===== src/rtl/flash_ws_pkg.sv =====
// Shared constants and types for the flash wait-state controller.
// Assumes a 32-bit control word; field positions are fixed here only.
package flash_ws_pkg;
    localparam int CFG_W    = 32;
    localparam int WS_W     = 2;
    localparam int WS_LSB   = 0;
    localparam int PF_BIT   = 4;
    localparam int HOLD_BIT = 5;
    localparam int PROT_BIT = 6;
    localparam logic [CFG_W-1:0] CFG_MASK  = 32'h0000_0073;
    localparam logic [CFG_W-1:0] CFG_RESET = 32'h0000_0011;

    typedef enum logic [1:0] {
        SQ_IDLE   = 2'd0,
        SQ_DEMAND = 2'd1,
        SQ_HOLD   = 2'd2,
        SQ_PREF   = 2'd3
    } seq_state_t;
endpackage


===== src/rtl/fws_cfg_reg.sv =====
// Control word for the wait-state controller.
// Holds a masked image of the word; reserved bits stay 0. The hardware
// update of the wait-state field overrides a same-cycle software write.
module fws_cfg_reg
    import flash_ws_pkg::*;
(
    input  logic             clk,
    input  logic             rst_n,
    input  logic             wr_en,
    input  logic [CFG_W-1:0] wr_data,
    input  logic             hw_we,
    input  logic [WS_W-1:0]  hw_ws,
    output logic [CFG_W-1:0] rd_data,
    output logic [WS_W-1:0]  ws,
    output logic             pf_en,
    output logic             hold_en,
    output logic             prot_en
);
    logic [CFG_W-1:0] cfg_q;

    // Register image: software write first, hardware field update last.
    always_ff @(posedge clk) begin
        if (!rst_n) begin
            cfg_q <= CFG_RESET;
        end else begin
            if (wr_en) begin
                cfg_q <= wr_data & CFG_MASK;
            end
            if (hw_we) begin
                cfg_q[WS_LSB +: WS_W] <= hw_ws;
            end
        end
    end

    // Field decode and read-back.
    always_comb begin
        rd_data = cfg_q;
        ws      = cfg_q[WS_LSB +: WS_W];
        pf_en   = cfg_q[PF_BIT];
        hold_en = cfg_q[HOLD_BIT];
        prot_en = cfg_q[PROT_BIT];
    end

    assert_hw_update_R3: assert property (@(posedge clk) disable iff (!rst_n)
        hw_we |=> (ws == $past(hw_ws)));
endmodule


===== src/rtl/fws_wait_timer.sv =====
// Down-counter for access wait states.
// A load sets the count; it then falls by one per cycle to zero.
// done is high while the count is zero (last cycle of an access).
module fws_wait_timer #(
    parameter int W = 2
) (
    input  logic         clk,
    input  logic         rst_n,
    input  logic         load,
    input  logic [W-1:0] load_val,
    output logic         done
);
    logic [W-1:0] cnt;

    // Count register: load wins, else decrement toward zero.
    always_ff @(posedge clk) begin
        if (!rst_n) begin
            cnt <= '0;
        end else if (load) begin
            cnt <= load_val;
        end else if (cnt != '0) begin
            cnt <= cnt - 1'b1;
        end
    end

    // Completion flag.
    assign done = (cnt == '0);

    assert_tick_down_R4: assert property (@(posedge clk) disable iff (!rst_n)
        (!load && cnt != '0) |=> (cnt == $past(cnt) - 1'b1));
endmodule


===== src/rtl/fws_pf_buf.sv =====
// One-entry prefetch buffer: a tag, a valid flag and a data word.
// Assumes flush and fill are never asserted in the same cycle;
// if they were, fill would win.
module fws_pf_buf #(
    parameter int AW = 32,
    parameter int DW = 32
) (
    input  logic          clk,
    input  logic          rst_n,
    input  logic          flush,
    input  logic          fill,
    input  logic [AW-1:0] fill_addr,
    input  logic [DW-1:0] fill_data,
    input  logic [AW-1:0] lookup_addr,
    output logic          hit,
    output logic [DW-1:0] rd_data
);
    logic          valid;
    logic [AW-1:0] tag;
    logic [DW-1:0] word;

    // Entry storage and valid flag.
    always_ff @(posedge clk) begin
        if (!rst_n) begin
            valid <= 1'b0;
            tag   <= '0;
            word  <= '0;
        end else if (fill) begin
            valid <= 1'b1;
            tag   <= fill_addr;
            word  <= fill_data;
        end else if (flush) begin
            valid <= 1'b0;
        end
    end

    // Tag compare.
    assign hit     = valid && (tag == lookup_addr);
    assign rd_data = word;

    assert_flush_empties_R8: assert property (@(posedge clk) disable iff (!rst_n)
        (flush && !fill) |=> !valid);
endmodule


===== src/rtl/fws_seq.sv =====
// Access sequencer. It accepts one core request at a time and chooses
// between a buffer hit, a memory demand read and a held branch target.
// After a demand read or hit it runs the sequential prefetch. It assumes
// the memory array returns valid data by the last cycle of the access.
module fws_seq
    import flash_ws_pkg::*;
#(
    parameter int AW = 32,
    parameter int DW = 32
) (
    input  logic            clk,
    input  logic            rst_n,
    input  logic [WS_W-1:0] ws,
    input  logic            pf_en,
    input  logic            hold_en,
    input  logic            prot_en,
    input  logic            req_valid,
    output logic            req_ready,
    input  logic [AW-1:0]   req_addr,
    input  logic            req_cbr,
    input  logic            req_cach,
    input  logic            br_resolve,
    input  logic            br_taken,
    output logic            rsp_ready,
    output logic            rsp_drop,
    output logic [DW-1:0]   rsp_data,
    output logic            mem_req,
    output logic [AW-1:0]   mem_addr,
    input  logic [DW-1:0]   mem_rdata,
    output logic            tmr_load,
    output logic [WS_W-1:0] tmr_val,
    input  logic            tmr_done,
    output logic            buf_flush,
    output logic            buf_fill,
    output logic [AW-1:0]   buf_fill_addr,
    output logic [DW-1:0]   buf_fill_data,
    input  logic            buf_hit,
    input  logic [DW-1:0]   buf_data
);
    localparam logic [AW-1:0] STEP = AW'(DW / 8);

    seq_state_t      state;
    logic [AW-1:0]   cur_addr;
    logic [WS_W-1:0] ws_q;
    logic            cur_pf;
    logic            accept, cacheable, hit_ok, held;
    logic            start_dem, start_res, start_pf;

    // Request classification for the current cycle.
    always_comb begin
        req_ready = (state == SQ_IDLE);
        accept    = req_valid && req_ready;
        cacheable = !prot_en || req_cach;
        hit_ok    = buf_hit && !req_cbr && cacheable;
        held      = req_cbr && hold_en;
        start_dem = accept && !hit_ok && !held;
        start_res = (state == SQ_HOLD) && br_resolve && br_taken;
        start_pf  = ((state == SQ_DEMAND) && tmr_done && cur_pf) ||
                    (accept && hit_ok && pf_en);
    end

    // Timer and buffer control.
    always_comb begin
        tmr_load      = start_dem || start_res || start_pf;
        tmr_val       = start_res ? ws_q : ws;
        buf_flush     = accept && !hit_ok;
        buf_fill      = (state == SQ_PREF) && tmr_done;
        buf_fill_addr = cur_addr;
        buf_fill_data = mem_rdata;
        mem_addr      = cur_addr;
    end

    // Main sequencer: state, access address and response registers.
    always_ff @(posedge clk) begin
        if (!rst_n) begin
            state     <= SQ_IDLE;
            cur_addr  <= '0;
            ws_q      <= '0;
            cur_pf    <= 1'b0;
            mem_req   <= 1'b0;
            rsp_ready <= 1'b0;
            rsp_drop  <= 1'b0;
            rsp_data  <= '0;
        end else begin
            mem_req   <= 1'b0;
            rsp_ready <= 1'b0;
            rsp_drop  <= 1'b0;
            case (state)
                SQ_IDLE: begin
                    if (accept) begin
                        if (hit_ok) begin
                            rsp_ready <= 1'b1;
                            rsp_data  <= buf_data;
                            if (pf_en) begin
                                state    <= SQ_PREF;
                                cur_addr <= req_addr + STEP;
                                mem_req  <= 1'b1;
                            end
                        end else if (held) begin
                            state    <= SQ_HOLD;
                            cur_addr <= req_addr;
                            ws_q     <= ws;
                        end else begin
                            state    <= SQ_DEMAND;
                            cur_addr <= req_addr;
                            mem_req  <= 1'b1;
                            cur_pf   <= pf_en && cacheable && !req_cbr;
                        end
                    end
                end
                SQ_DEMAND: begin
                    if (tmr_done) begin
                        rsp_ready <= 1'b1;
                        rsp_data  <= mem_rdata;
                        if (cur_pf) begin
                            state    <= SQ_PREF;
                            cur_addr <= cur_addr + STEP;
                            mem_req  <= 1'b1;
                        end else begin
                            state <= SQ_IDLE;
                        end
                    end
                end
                SQ_HOLD: begin
                    if (br_resolve) begin
                        if (br_taken) begin
                            state   <= SQ_DEMAND;
                            mem_req <= 1'b1;
                            cur_pf  <= 1'b0;
                        end else begin
                            rsp_ready <= 1'b1;
                            rsp_drop  <= 1'b1;
                            state     <= SQ_IDLE;
                        end
                    end
                end
                SQ_PREF: begin
                    if (tmr_done) begin
                        state <= SQ_IDLE;
                    end
                end
                default: state <= SQ_IDLE;
            endcase
        end
    end

    assert_hold_no_fetch_R10: assert property (@(posedge clk) disable iff (!rst_n)
        (state == SQ_HOLD) |-> !mem_req);

    assert_drop_after_hold_R10: assert property (@(posedge clk) disable iff (!rst_n)
        rsp_drop |-> ($past(state) == SQ_HOLD));

    assert_busy_not_ready_R6: assert property (@(posedge clk) disable iff (!rst_n)
        mem_req |-> !req_ready);
endmodule


===== src/rtl/flash_ws_ctrl.sv =====
// Top level of the flash read wait-state controller. It joins the control
// word, the wait timer, the prefetch buffer and the access sequencer.
// Assumes a memory array with a fixed access time given by the wait states.
module flash_ws_ctrl
    import flash_ws_pkg::*;
#(
    parameter int AW = 32,
    parameter int DW = 32
) (
    input  logic          clk,
    input  logic          rst_n,
    input  logic          cfg_wr,
    input  logic [31:0]   cfg_wdata,
    output logic [31:0]   cfg_rdata,
    input  logic          hw_ws_we,
    input  logic [1:0]    hw_ws_val,
    input  logic          req_valid,
    output logic          req_ready,
    input  logic [AW-1:0] req_addr,
    input  logic          req_cbr,
    input  logic          req_cach,
    input  logic          br_resolve,
    input  logic          br_taken,
    output logic          rsp_ready,
    output logic          rsp_drop,
    output logic [DW-1:0] rsp_data,
    output logic          mem_req,
    output logic [AW-1:0] mem_addr,
    input  logic [DW-1:0] mem_rdata
);
    logic [WS_W-1:0] ws, tmr_val;
    logic            pf_en, hold_en, prot_en;
    logic            tmr_load, tmr_done;
    logic            buf_flush, buf_fill, buf_hit;
    logic [AW-1:0]   buf_fill_addr;
    logic [DW-1:0]   buf_fill_data, buf_data;

    fws_cfg_reg u_cfg (
        .clk(clk), .rst_n(rst_n), .wr_en(cfg_wr), .wr_data(cfg_wdata),
        .hw_we(hw_ws_we), .hw_ws(hw_ws_val), .rd_data(cfg_rdata),
        .ws(ws), .pf_en(pf_en), .hold_en(hold_en), .prot_en(prot_en)
    );

    fws_wait_timer #(.W(WS_W)) u_tmr (
        .clk(clk), .rst_n(rst_n), .load(tmr_load), .load_val(tmr_val),
        .done(tmr_done)
    );

    fws_pf_buf #(.AW(AW), .DW(DW)) u_buf (
        .clk(clk), .rst_n(rst_n), .flush(buf_flush), .fill(buf_fill),
        .fill_addr(buf_fill_addr), .fill_data(buf_fill_data),
        .lookup_addr(req_addr), .hit(buf_hit), .rd_data(buf_data)
    );

    fws_seq #(.AW(AW), .DW(DW)) u_seq (
        .clk(clk), .rst_n(rst_n), .ws(ws), .pf_en(pf_en), .hold_en(hold_en),
        .prot_en(prot_en), .req_valid(req_valid), .req_ready(req_ready),
        .req_addr(req_addr), .req_cbr(req_cbr), .req_cach(req_cach),
        .br_resolve(br_resolve), .br_taken(br_taken),
        .rsp_ready(rsp_ready), .rsp_drop(rsp_drop), .rsp_data(rsp_data),
        .mem_req(mem_req), .mem_addr(mem_addr), .mem_rdata(mem_rdata),
        .tmr_load(tmr_load), .tmr_val(tmr_val), .tmr_done(tmr_done),
        .buf_flush(buf_flush), .buf_fill(buf_fill),
        .buf_fill_addr(buf_fill_addr), .buf_fill_data(buf_fill_data),
        .buf_hit(buf_hit), .buf_data(buf_data)
    );
endmodule


===== config.mk =====
export PLATFORM = sky130hd
export DESIGN_NAME = flash_ws_ctrl
export DESIGN_NICKNAME = d
export VERILOG_FILES = /design/src/rtl/flash_ws_pkg.sv /design/src/rtl/fws_cfg_reg.sv /design/src/rtl/fws_wait_timer.sv /design/src/rtl/fws_pf_buf.sv /design/src/rtl/fws_seq.sv /design/src/rtl/flash_ws_ctrl.sv
export SDC_FILE = /design/constraint.sdc
export NUM_CORES = 1
export LEC_CHECK = 0
export BUFFER_PORTS_ARGS = -buffer_cell sky130_fd_sc_hd__buf_2
export CAP_MARGIN = 20
export CORE_ASPECT_RATIO = 2
export CORE_MARGIN = 4
export CORE_UTILIZATION = 53
export CTS_CLUSTER_SIZE = 20
export DETAILED_ROUTE_END_ITERATION = 12
export PLACE_DENSITY = 0.8
export SETUP_SLACK_MARGIN = 0.05
export SLEW_MARGIN = 20
export SYNTH_ARGS = -nofsm -noshare
export SYNTH_HDL_FRONTEND = slang
export SYNTH_SLANG_ARGS = --single-unit

===== constraint.sdc =====
create_clock -name clk -period 4.2 [get_ports clk]
set_clock_uncertainty 0.2 [all_clocks]
set_input_delay 0.84 -clock clk [delete_from_list [all_inputs] [get_ports clk]]
set_output_delay 0.84 -clock clk [all_outputs]
set_load 0.01 [all_outputs]

==> results of run 1 <==
[layer usage]
layer / vias to the layer above / global-route usage (%) / share of wire [%]
li1: 3685 / - / -
met1: 3545 / 28.6 / 36
met2: 356 / 47.7 / 50
met3: 86 / 4.85 / 6.3
met4: 0 / 20.0 / 7.5
met5: - / 0 / 0
[stage by stage]
step | util [%] | total power, mW | setup slack (ns) | std cells
2_1_floorplan | - | 2.17 | 0.935 | 1023
3_3_place_gp | 60.2 | 2.48 | 0.324 | 1296
3_5_place_dp | 60.2 | 2.50 | 0.246 | 1296
4_1_cts | 64.2 | 3.94 | 0.673 | 1328
5_1_grt | 64.2 | 4.11 | 0.588 | 1328
6_report | 64.2 | 3.92 | 0.667 | 1328
[kinds of logic (layout without fill, tap and decap cells)]
kind of cell	count (synthesis)	after routing	synth area share, %
flip-flops	144	144	36.8
XOR/XNOR	55	55	6.16
adder cells (fa/ha/maj)	3	3	0.480
buffers and inverters	110	223	7.39
AO/OA/AOI/OAI	227	227	20.9
multiplexers	16	16	2.13
other	1	27	0.0479
AND/OR/NAND/NOR	441	441	26.1
[layout make-up]
class                   instances  area [sq um]
clock inverters                14           129
fillers                      1299          5170
multi-input cells             769          4490
flip-flops and latches        144          2880
well taps                     192           240
repair buffers                183          1050
inverters                       8          30.0
clock buffers                  18           439
[synthesized netlist by cell type (11+ instances only)]
library cell / count / area share (%)
a21boi_0: 68 / 6.5
nor2_1: 31 / 1.5
nor3_1: 16 / 1.0
nand3_1: 77 / 4.9
o21ai_0: 37 / 2.4
nand2_1: 233 / 11
clkbuf_1: 52 / 2.5
buf_4: 35 / 3.4
nor4_1: 17 / 1.4
xnor2_1: 19 / 2.1
nand4_1: 14 / 1.1
xor2_1: 36 / 4.0
mux2i_1: 11 / 1.4
a21oi_1: 34 / 2.2
o211a_1: 34 / 4.3
dfxtp_1: 144 / 37
and3_1: 15 / 1.2
[critical path, delay by kind of cell]
family / cells / cell delay [ns]
and+or+nand+nor: 5 / 1.72
buffers and inverters: 3 / 0.55
AOI/OAI and AO/OA: 2 / 0.33
xor gates and xnor gates: 1 / 0.15
[layout by cell type (no fill, tap or decap), drive strengths merged, types with 3 or more instances in the layout]
cell      n
or2       3
conb     27
nor3     18
nand2   233
o211ai    7
ha        3
xnor2    19
nor2b     9
nand4b    3
nand3    77
clkbuf   18
a21oi    35
nand4    14
and2      4
o211a    34
nor3b     4
inv      11
nor2     31
a21boi   68
o21ai    40
a311oi    3
or4       4
o31ai     3
mux2      5
xor2     36
dfxtp   144
nor4     17
a211oi    6
clkinv    9
mux2i    11
buf     183
and3     15
a31oi     8
o22ai     5
[power by group]
part           internal, mW  switching (mW)
sequential             1.49           0.119
combinational         0.350           0.510
clock                 0.792           0.658
total                  2.64            1.29
[sequential cells by signal, summed over array words and instances (netlist names)]
register             cells
u_buf.rd_data           32
u_seq.rsp_data          32
u_buf.tag               32
u_seq.ws_q               2
u_seq.buf_fill_addr     32
u_seq.state              2
u_buf.valid              1
u_cfg.rd_data            5
u_tmr.cnt                2
u_seq.rsp_ready          1
u_seq.rsp_drop           1
u_seq.cur_pf             1
u_seq.mem_req            1
[worst max path at each step]
stage            startpoint                       to  depth (start not counted)
6_report        req_addr[0]        u_seq.rsp_data[0]                         11
4_1_cts         req_addr[0]       u_seq.rsp_data[24]                         11
5_1_grt         req_addr[0]       u_seq.rsp_data[19]                         11
3_3_place_gp    req_addr[0]       u_seq.rsp_data[10]                         11
3_5_place_dp    req_addr[0]       u_seq.rsp_data[30]                         11
2_1_floorplan  req_addr[22]  u_seq.buf_fill_addr[25]                          8
==> metrics.cfg, run 1 <==
[outcome]
status = finished, final reports clean

[clock_tree]
cts_buffer_depth = 2
clk_latency_ns = 0.42
cts_tree = done
clk_pin_slew_ns = 0.06
holdBufCountCts = 0
clock-sinks = 144
cts_root_buf = clkbuf_16
cts_setup_buffers = 0
cts_resized = 0
htreeDepth = 4
cts_inserted_buffers = 17

[setup_path]
worstPathArrival_ns = 3.64
ff2ff_setup_slack_ns = 0.87
critPathMaxFanout = 63
worstPathCellList = buf_2 > xnor2_1 > buf_4 > nand4_1 > or4_4 > or4_4 > nand2b_1 > a21oi_4 > buf_12 > nand3_1 > o211a_1
endpoint_kind = flop
start_kind = input pin
max_stage_delay_ns = 0.60
crit-reg2reg-capture = u_seq.rsp_data[0]
r2r-start = u_buf.tag[0]
r2r_cells = 10
crit_slowest_cell = or4_4
cp.required_ns = 4.31
cpMostUsedCell = or4_4
crit_type = input pin to flop

[drt]
vias = 7672
vias_per_cell = 5.78
drt_iter0_drc = 646
dr.pass1.iters = 7
postRouteAntennaNets = 0
drc = 0
wl_um = 23200
wire_per_inst_um = 17.5

[global_routing]
grt_start_max_net_pins = 69
overflow = 0
first_global_vias = 7392
grt_antenna_before_repair = 0
grt_pass1_wl_um = 36800
grtUsageTotal_pct = 27.4

[worst_hold_path]
worstHoldStart = u_buf.rd_data[26]
hold_end = u_buf.rd_data[26]
hold_depth = 2
hp-class = flop to flop

[floorplanning]
start_util_pct = 54.2
die_area_sq_um = 16900
row_count = 62
fp.dieH_um = 180
die_w_um = 93.9
coreArea_sq_um = 14400
ios = 207

[power]
ir_drop_mv = 0.338
powerDensity_nw_per_um2 = 423
p_leak_nw = 3.98

[finish]
diodes = 0
stdcell_area_sq_um = 9260
syn_to_final_growth_pct = 18.4
drive_above_1_share_pct = 21.1
finalNetCount = 1233

[sta]
relSlewSlack_pct = 38.6
hold_violations = 0
drv_slew = 0
period_minus_slack_ns = 3.53
period_share_pct = 84.1
setup_viol = 0
max_freq_ghz = 0.283
max_slew.worst_pin.slew_ns = 0.919
fin_setup_tns_ns = 0
hold_ws_ns = 0.262
rsz0062_at_grt = no

[logic_synthesis]
synthCells = 997
synth_edf_count = 0
synth.avg_cell_area_sq_um = 7.85
yosys_warnings = 0
async_flop_share_pct = 0
ys_types = 65
ys.flop_type = dfxtp_1
syn_area_sq_um = 7820
ys_ff_latch = 144
synth_seq_area_share_pct = 36.8

[flow_run]
drv_cap = 0

[placed_design]
portBuffers = 152
postPlaceCellArea_sq_um = 8690
gp_congestion = 0.954
dpl.hpwl_um = 16700

No activity file was read; power rests on OpenSTA's default activity.
==> inputs of run 2 (changes only) <==
--- a/config.mk
+++ b/config.mk
@@ -9,10 +9,10 @@
 export CAP_MARGIN = 20
 export CORE_ASPECT_RATIO = 2
 export CORE_MARGIN = 4
-export CORE_UTILIZATION = 53
+export CORE_UTILIZATION = 48
 export CTS_CLUSTER_SIZE = 20
 export DETAILED_ROUTE_END_ITERATION = 12
-export PLACE_DENSITY = 0.8
+export PLACE_DENSITY = 0.77
 export SETUP_SLACK_MARGIN = 0.05
 export SLEW_MARGIN = 20
 export SYNTH_ARGS = -nofsm -noshare
==> constraint.sdc (replaced) <==
create_clock -name clk -period 3.1 [get_ports clk]
set_clock_uncertainty 0.2 [all_clocks]
set_input_delay 0.62 -clock clk [delete_from_list [all_inputs] [get_ports clk]]
set_output_delay 0.62 -clock clk [all_outputs]
set_load 0.01 [all_outputs]
==> metrics.cfg, run 2 (same netlist as run 1, synthesis figures left out) <==
[power]
finalPower_mw = 5.96  ; was 3.92 mW
powerDensity_nw_per_um2 = 572  ; was 423 nW/um^2
p_leak_nw = 4.55  ; was 3.98 nW
ir_drop_mv = 0.493  ; was 0.338 mV

[outcome]
status = finished, final reports clean  ; unchanged

[setup_path]
cp.required_ns = 3.21  ; was 4.31 ns
crit_end = u_seq.rsp_data[16]  ; was u_seq.rsp_data[0]
worstPathArrival_ns = 3.20  ; was 3.64 ns
crit-reg2reg-capture = u_seq.rsp_data[16]  ; was u_seq.rsp_data[0]
crit_type = flop to flop  ; was input pin to flop
r2r_cells = 11  ; was 10
startpoint = u_buf.tag[20]  ; was req_addr[0]
r2r-start = u_buf.tag[20]  ; was u_buf.tag[0]
critPathMaxFanout = 7  ; was 63
endpoint_kind = flop  ; unchanged
start_kind = flop  ; was input pin
ff2ff_setup_slack_ns = 0.01  ; was 0.87 ns

[clock_tree]
cts_buffer_depth = 2  ; unchanged
htreeDepth = 4  ; unchanged
clock-sinks = 144  ; unchanged
clk_latency_ns = 0.42  ; about the same
cts_tree = done  ; unchanged
cts_inserted_buffers = 17  ; unchanged
holdBufCountCts = 0  ; unchanged
cts_root_buf = clkbuf_16  ; unchanged
clk_pin_slew_ns = 0.06  ; about the same

[finish]
syn_to_final_growth_pct = 33.1  ; was 18.4%
final_common_cell = nand2_1  ; unchanged
drive_above_1_share_pct = 29.2  ; was 21.1%
finalNetCount = 1313  ; was 1233
layout_common_cells = nand2_1 (232), buf_2 (151), dfxtp_1 (141), buf_4 (84), a21boi_0 (65)  ; was nand2_1 (232), buf_2 (151), dfxtp_1 (144), nand3_1 (76), a21boi_0 (68)
stdcell_area_sq_um = 10400  ; was 9260 sq um
n_fill_cell = 1368  ; was 1299
diodes = 0  ; unchanged
seq_area_sq_um = 2890  ; was 2880 sq um
multi_input_area_sq_um = 4730  ; was 4490 sq um

[drt]
postRouteAntennaNets = 0  ; unchanged
wl_met3_um = 2020  ; was 1470 um
wl_met1_um = 9380  ; was 8360 um
drt_iter0_drc = 765  ; was 646
vias_per_cell = 5.89  ; was 5.78
dr.pass1.iters = 9  ; was 7
vias = 8334  ; was 7672
highest_layer = met4  ; unchanged
drc = 0  ; unchanged
wl_um = 27900  ; was 23200 um
wire_per_inst_um = 19.8  ; was 17.5 um
wl_met2_um = 14400  ; was 11700 um

[global_routing]
grtUsageTotal_pct = 28.1  ; was 27.4%
grt_antenna_before_repair = 1  ; was 0
overflow = 0  ; unchanged
grt_pass1_wl_um = 41100  ; was 36800 um
grt_start_max_net_pins = 55  ; was 69
first_global_vias = 7984  ; was 7392

[placed_design]
dpl.hpwl_um = 18700  ; was 16700 um
portBuffers = 152  ; unchanged
gp_congestion = 1.07  ; was 0.954
postPlaceCellArea_sq_um = 9200  ; was 8690 sq um
pre_cts_ws_ns = -0.534  ; was 0.246 ns

[sta]
hold_violations = 0  ; unchanged
period_share_pct = 99.7
max_slew.worst_pin.slew_ns = 0.681  ; was 0.919 ns
period_minus_slack_ns = 3.09
final.setup.worst_slack_ns = 0.00980  ; was 0.667 ns
setup_viol = 0  ; unchanged
rsz0062_at_grt = yes  ; was no
fin_setup_tns_ns = 0  ; unchanged
relSlewSlack_pct = 54.6  ; was 38.6%
max_freq_ghz = 0.324
drv_slew = 0  ; unchanged

[floorplanning]
ios = 207  ; unchanged
coreArea_sq_um = 15900  ; was 14400 sq um
die_area_sq_um = 18500  ; was 16900 sq um
start_util_pct = 49.3  ; was 54.2%
fp.dieH_um = 189  ; was 180 um
die_w_um = 98.3  ; was 93.9 um
row_count = 65  ; was 62

[worst_hold_path]
hp-class = input pin to flop  ; was flop to flop

[flow_run]
drv_cap = 0  ; unchanged

[run 2: worst min-delay path by stage]
| stage | startpoint | cells after the start | to |
|---|---|---|---|
| final | hw_ws_val[0] | 3 | u_cfg.rd_data[0] |
| after global routing | hw_ws_val[0] | 3 | u_cfg.rd_data[0] |
| after CTS | hw_ws_val[0] | 3 | u_cfg.rd_data[0] |
| after detailed placement | u_buf.rd_data[17] | 2 | u_buf.rd_data[17] |
| after global placement | u_buf.rd_data[0] | 2 | u_buf.rd_data[0] |
| after floorplan | u_buf.rd_data[0] | 2 | u_buf.rd_data[0] |
[run 2: routing by layer]
layer  global-route usage (%)  vias to the layer above
met3                     6.08                      129
met1                     28.1                     3916
li1                         -                     3845
met2                     50.4                      444
met4                     20.3                        0
met5                        0                        -
[run 2: worst max-delay path, cell delays in order, from the launching register on]
cell      delay (ns)
dfxtp_4         0.36
xnor2_4         0.22
nand4_1         0.12
or4_4           0.54
or4_4           0.53
nand2b_4        0.16
a21oi_4         0.24
buf_12          0.16
buf_8           0.11
buf_16          0.13
nand3_1         0.08
o211a_1         0.13
[run 2: power breakdown]
group          total, mW  switching, mW  leakage [nW]  internal [mW]
Sequential          2.18          0.152          1.17           2.02
Clock               2.16          0.797         0.292           1.36
Combinational       1.63          0.874          3.09          0.753
[run 2: area by class of cell]
class                   count  share of cell area (%)
clock buffers              20                    4.29
clock inverters            10                    1.56
inverters                   8                   0.288
multi-input cells         769                    45.4
flip-flops and latches    144                    27.7
well taps                 201                    2.42
repair buffers            263                    18.3
[run 2: what timing repair did]
item                       CTS  global route
setup endpoints to repair   49            42
cloned                       3             7
setup buffers                5             3
resized for setup            9            59
pin swaps                    9            21
[run 2: stage by stage]
step	std cells	util (%)	hold WS [ns]
6_report	1415	65.6	0.216
3_3_place_gp	1368	58.0	0.250
3_5_place_dp	1368	58.0	0.258
5_1_grt	1415	65.6	0.217
2_1_floorplan	1023	-	0.244
4_1_cts	1406	63.1	0.211
